$ cat src/rtl/inj_pkg.sv
package inj_pkg;

  typedef enum logic [1:0] {
    ST_RUN    = 2'b00,
    ST_RST_SP = 2'b01,
    ST_RST_PC = 2'b10,
    ST_IRQ    = 2'b11
  } inj_state_e;

  localparam int unsigned ST_W      = 2;
  localparam int unsigned N_SOURCES = 4;

  // Always-execute encodings used as defaults.
  localparam logic [31:0] DEF_WORD_SP  = 32'hE710D000; // ldr r13,[r0,-r0]
  localparam logic [31:0] DEF_WORD_PC  = 32'hE59FF000; // ldr r15,[r15]
  localparam logic [31:0] DEF_WORD_IRQ = 32'hEB000002; // bl, offset field 2

endpackage

$ cat src/rtl/inj_next_state.sv
module inj_next_state
  import inj_pkg::*;
(
  input  inj_state_e cur_i,
  input  logic       rst_i,
  input  logic       irq_i,
  output inj_state_e nxt_o
);

  always_comb begin
    nxt_o = ST_RUN;
    unique case (cur_i)
      ST_RUN: begin
        if (rst_i)      nxt_o = ST_RST_SP;
        else if (irq_i) nxt_o = ST_IRQ;
        else            nxt_o = ST_RUN;
      end
      ST_RST_SP: nxt_o = ST_RST_PC;
      ST_RST_PC: nxt_o = ST_RUN;
      ST_IRQ:    nxt_o = ST_RUN;
      default:   nxt_o = ST_RUN;
    endcase
  end

endmodule

$ cat src/rtl/inj_word_mux.sv
module inj_word_mux
  import inj_pkg::*;
#(
  parameter int unsigned            DATA_W   = 32,
  parameter logic [DATA_W-1:0]      WORD_SP  = DATA_W'(DEF_WORD_SP),
  parameter logic [DATA_W-1:0]      WORD_PC  = DATA_W'(DEF_WORD_PC),
  parameter logic [DATA_W-1:0]      WORD_IRQ = DATA_W'(DEF_WORD_IRQ)
) (
  input  logic [ST_W-1:0]   sel_i,
  input  logic [DATA_W-1:0] mem_i,
  output logic [DATA_W-1:0] word_o
);

  logic [DATA_W-1:0] src [N_SOURCES];

  genvar g;
  generate
    for (g = 0; g < N_SOURCES; g++) begin : g_src
      if (g == 0) begin : g_mem
        assign src[g] = mem_i;
      end else if (g == 1) begin : g_sp
        assign src[g] = WORD_SP;
      end else if (g == 2) begin : g_pc
        assign src[g] = WORD_PC;
      end else begin : g_irq
        assign src[g] = WORD_IRQ;
      end
    end
  endgenerate

  assign word_o = src[sel_i];

endmodule

$ cat src/rtl/inj_injector_top.sv
module inj_injector_top
  import inj_pkg::*;
#(
  parameter int unsigned       DATA_W   = 32,
  parameter logic [DATA_W-1:0] WORD_SP  = DATA_W'(DEF_WORD_SP),
  parameter logic [DATA_W-1:0] WORD_PC  = DATA_W'(DEF_WORD_PC),
  parameter logic [DATA_W-1:0] WORD_IRQ = DATA_W'(DEF_WORD_IRQ)
) (
  input  logic              clk_i,
  input  logic              rst_i,
  input  logic              irq_i,
  input  logic [DATA_W-1:0] imem_data_i,
  output logic [DATA_W-1:0] instr_o,
  output logic [ST_W-1:0]   state_o,
  output logic              pc_clear_o
);

  // Power-up value of the state register; rst_i is a functional input.
  inj_state_e state_q = ST_RUN;
  inj_state_e state_d;

  inj_next_state u_next (
    .cur_i (state_q),
    .rst_i (rst_i),
    .irq_i (irq_i),
    .nxt_o (state_d)
  );

  always_ff @(posedge clk_i) begin
    state_q <= state_d;
  end

  inj_word_mux #(
    .DATA_W   (DATA_W),
    .WORD_SP  (WORD_SP),
    .WORD_PC  (WORD_PC),
    .WORD_IRQ (WORD_IRQ)
  ) u_mux (
    .sel_i  (state_q),
    .mem_i  (imem_data_i),
    .word_o (instr_o)
  );

  assign state_o    = state_q;
  assign pc_clear_o = rst_i;

  // Assertions guarding the state sequence and the pass-through path.
  logic started_q = 1'b0;
  always_ff @(posedge clk_i) started_q <= 1'b1;

  always_comb begin
    if (started_q && state_q == ST_RUN)
      assert_pass_through_R1: assert (instr_o == imem_data_i);
  end

  assert_reset_entry_R2: assert property (@(posedge clk_i) disable iff (!started_q)
    (state_q == ST_RUN && rst_i) |=> (state_q == ST_RST_SP));

  assert_sp_to_pc_R3: assert property (@(posedge clk_i) disable iff (!started_q)
    (state_q == ST_RST_SP) |=> (state_q == ST_RST_PC));

  assert_pc_to_run_R3: assert property (@(posedge clk_i) disable iff (!started_q)
    (state_q == ST_RST_PC) |=> (state_q == ST_RUN));

  assert_irq_entry_R4: assert property (@(posedge clk_i) disable iff (!started_q)
    (state_q == ST_RUN && !rst_i && irq_i) |=> (state_q == ST_IRQ));

  assert_irq_exit_R5: assert property (@(posedge clk_i) disable iff (!started_q)
    (state_q == ST_IRQ) |=> (state_q == ST_RUN));

  assert_idle_hold_R6: assert property (@(posedge clk_i) disable iff (!started_q)
    (state_q == ST_RUN && !rst_i && !irq_i) |=> (state_q == ST_RUN));

endmodule

$ cat config.mk
export PLATFORM = sky130hd
export DESIGN_NAME = inj_injector_top
export DESIGN_NICKNAME = d
export VERILOG_FILES = /design/src/rtl/inj_pkg.sv /design/src/rtl/inj_next_state.sv /design/src/rtl/inj_word_mux.sv /design/src/rtl/inj_injector_top.sv
export SDC_FILE = /design/constraint.sdc
export NUM_CORES = 1
export LEC_CHECK = 0
export ABC_AREA = 1
export BUFFER_PORTS_ARGS = -buffer_cell sky130_fd_sc_hd__buf_2
export CORE_MARGIN = 1.5
export CORE_UTILIZATION = 27
export DETAILED_ROUTE_END_ITERATION = 8
export PLACE_DENSITY = 0.91
export SLEW_MARGIN = 15
export SYNTH_ARGS = -nofsm -noshare
export SYNTH_HDL_FRONTEND = slang
export SYNTH_SLANG_ARGS = --single-unit
$ cat constraint.sdc
create_clock -name clk_i -period 2.2 [get_ports clk_i]
set_input_delay 0.11 -clock clk_i [delete_from_list [all_inputs] [get_ports clk_i]]
set_output_delay 0.11 -clock clk_i [all_outputs]
set_load 0.1 [all_outputs]
After elaboration in Yosys (flattened, before gate mapping)
Cells that the tools add are included.
{"block": "totals", "output_inout_bits": 35, "word_cells": 14, "inputBits": 35, "reg_bits": 2}
{"block": "op_classes", "eq_ne": 3, "mux": 6, "n_lt_le_gt_ge": 1, "n_reduce_logical": 2, "bitwise": 1}
{"operator": "$bmux 32 s2", "count": 1}
{"operator": "$mux 32", "count": 2}
{"operator": "$pmux 2 s3", "count": 1}
{"operator": "$eq 2x2->1 const B", "count": 2}
{"operator": "$mux 2", "count": 2}
{"operator": "$ge 3x3->1 const B", "count": 1}
{"operator": "$not 2->3", "count": 1}
{"operator": "$eq 2x1->1 const B", "count": 1}
{"operator": "$logic_not 2->1", "count": 1}
{"operator": "$reduce_or 2->1", "count": 1}

Longest topological paths before layout
{"block": "logic_depth", "depth_word": 4, "ltp_mapped": 4, "ltp_nobuf": 4}

Cells and area by module
Synthesis repeated with hierarchy kept, for this count alone.
{"block": "hier_totals", "cells_unflattened": 85, "area_unflattened_um2": 387.9}
{"mod": "inj_word_mux", "seq_area_each_um2": 0.0, "n_inst": 1, "area_per_inst_um2": 304.0, "cells_per_inst": 74}
{"mod": "inj_injector_top", "seq_area_each_um2": 40.0, "n_inst": 1, "area_per_inst_um2": 47.5, "cells_per_inst": 3}
{"mod": "inj_next_state", "seq_area_each_um2": 0.0, "n_inst": 1, "area_per_inst_um2": 36.3, "cells_per_inst": 8}

Worst setup path before layout
No wires, ideal clock.
{"block": "synth_timing", "path_kind": "register to output", "start": "register state_q[1], in the netlist state_o[1]", "end": "output instr_o[16]", "stages_incl_launch_ff": 4, "slack_ps": -571, "t_arrival_ps": 2661, "n_path_buf": 1, "required_ps": 2090, "cell_sequence": "dfxtp_1 > buf_4 > nor2_1 > nor2_1"}
{"block": "synth_between", "elab_chain_cells": 4}
{"item": "start, declared", "line": "inj_injector_top.sv:19", "rtl": "inj_state_e state_q = ST_RUN;"}
{"item": "start signal, assigned", "line": "inj_injector_top.sv:30", "rtl": "state_q <= state_d;"}
{"item": "$not 2->3 (not written as such)", "line": "inj_word_mux.sv:31", "rtl": "assign word_o = src[sel_i];"}
{"item": "$bmux 32 s2", "line": "inj_word_mux.sv:31"}
{"item": "$mux 32 (not written as such) (2 in a row)", "line": "inj_word_mux.sv:31"}
{"item": "end, declared", "line": "inj_injector_top.sv:13", "rtl": "output logic [DATA_W-1:0] instr_o,"}
Every way passes these cells. The select of a mux whose other input is x is not followed.

Final worst setup path
{"block": "layout_timing", "start": "register state_q[1], in the netlist state_o[1]", "end": "output instr_o[26]"}
Same word-level chain as after synthesis.

==> metrics.txt <==
Post-synth EDFFs=0; Initial Util=29.2%; gr usage total=16.0%; routing usage on met2=28.6%; GP Congestion=0.773; period utilisation layout=82.6%; std cell rows=13; Max Fclk=550 MHz; mux share of post-synthesis cell area=0%; area occupied by multi-input gates=325 µm²; Mean Syn Cell Area=4.68 µm²; most frequent CP cell=nand2_1; min Tclk post-route=1820 ps; Hold Path Class=primary input to register; top_reg_cell synth=dfxtp_1; Buf+Inv Stages, Crit Path=1; CP delay by family, top=flip-flops; Crit Path Max Fanout=25; Post-CTS Setup Inserts=0; CTS Buf Count=3; Largest register FFs=2; final hold violation count=0; top cell type's share of synthesized area=32.2%; Worst Path Arrival=1710 ps; largest family of logic cells by synthesized area=simple AND/OR/NAND/NOR gates; antenna violations before repair=0; Seq/Total Area, Yosys=10.4%; clock sinks=2; Syn Std Cell Area=384 µm²; CTS tree=done; Adder-Cell Fraction of Synth Area=0%; FF+latch area=41.3 µm²; final setup TNS=0 ps; final wirelength=1430 µm; Routed Antenna Nets=0; die width=40.7 µm; origin of the critical flop-to-flop path=state_o[1]; status=completed; Yosys top cell by area=nand2_1; final setup violation count=0; io pins=70; H-tree depth=1; n_diodes=0; vias per cell=4.32; met3 track demand over resource=3.26%; max_slew headroom=60.4%; count leader, synth=nand2_1; Nets=187; clock slew at reported path FFs=30 ps; Hold Crit Depth=2; vias in the first global route=472; setup slack, reg-to-reg=1010 ps; Slew Limit Fails=0; CP required=2090 ps; Clock Latency Late Sink=220 ps; first-pass GRT wire length=1740 µm; Vias=712; hold buffer count at CTS=0; met1 Use GR=16.2%; layout cells sized above 1=64.7%; post-CTS resize count=0; die area=0.00166 mm²; top cells by area, synth=nand2_1, nor2_1, dfxtp_1; Simple-Gate Fraction of Synth Area=63.2%; Layout area overhead=105%; R2R depth=3; Port-buffer cells=69; RSZ-0062 raised after global routing=false; Pre-Repair DR Iteration Count=3; GRT busiest layer=met2; Synth Area in Compound Gates=8.47%; synthesis-stage register bit count=2; Worst Max-Slew Pin Slew=593 ps; hold path startpoint=rst_i; Mapped Nets=117; CTS Buffer Depth=2; Final Skew=4.81 ps; Synth top cells by count=nand2_1, nor2_1, inv_1; post-synth cell types=12; CP Cell Sequence=nand2_1, nand2_1, buf_2; Post-Synth XOR/XNOR Area=0%; Slowest-stage cell, CP=dfxtp_2; CP max stage delay=700 ps; CTS root buf=clkbuf_4; total gr overflow=0; largest net degree at the start of global routing=26; Residual DRC=0; post-DP HPWL=1200 µm; WL/cell=8.66 µm; Iter 0 DRT Violations=3; FFs w/ async S/R, synth=0%; Chip Height=40.7 µm; Worst Setup End Kind=primary output; Worst Hold End=state_o[0]; Syn. warnings=0; Max Cap Viol=0; FF-to-FF End=state_o[1]; Mapped Cells=82; Fillers=131; WS Path Type=register to primary output; Placeable Area=0.00132 mm²; Setup crit start kind=register
==> metrics by stage <==
| step | hold slack [ps] | util, % | std cells | cell area, µm² | setup slack [ps] |
|---|---|---|---|---|---|
| floorplan | 220 | - | 82 | 435 | 7.18 |
| global placement | 337 | 58.0 | 162 | 764 | 688 |
| detailed placement | 337 | 58.0 | 162 | 764 | 629 |
| CTS | 109 | 59.7 | 165 | 787 | 383 |
| global route | 136 | 59.7 | 165 | 787 | 289 |
| finish | 113 | 59.7 | 165 | 787 | 383 |
==> routing by layer <==
layer,vias up,wire (µm)
met5,-,0
met4,0,16
met3,2,182
met2,48,701
met1,283,529
li1,379,-
==> layout by cell type (no fill, tap or decap), drive strengths merged <==
cell / instances
nor2: 28
o21a: 1
nand2: 34
o21ai: 5
inv: 7
clkbuf: 3
dfxtp: 2
buf: 70
==> worst register-to-register path, delay by kind of cell (launching register included) <==
family | cells | cell delay, ps
buf+inv | 1 | 230
simple gates | 2 | 150
flops | 1 | 700
==> worst max path at each step <==
stage | from | to | slack [ps] | depth (start not counted)
floorplan | state_o[0] | instr_o[25] | 7 | 3
global placement | state_o[1] | instr_o[12] | 690 | 3
detailed placement | state_o[1] | instr_o[26] | 630 | 3
CTS | state_o[1] | instr_o[26] | 380 | 3
global route | state_o[1] | instr_o[26] | 290 | 4
finish | state_o[1] | instr_o[26] | 380 | 3
==> area by class of cell <==
class,count,share of cell area (%)
multi-input combinational,68,41.3
clock buffer,3,2.86
inverter,7,3.34
sequential,2,5.25
timing repair buffer,70,44.8
tap,15,2.38
==> cell families after synthesis <==
logic type             count (synthesis)
buffers and inverters                 12
and+or+nand+nor                       62
AOI/OAI and AO/OA                      6
DFF                                    2
Power is left out: the tool's default activity adds up to more than one toggle a clock period on the data nets, which glitch-free logic cannot reach.
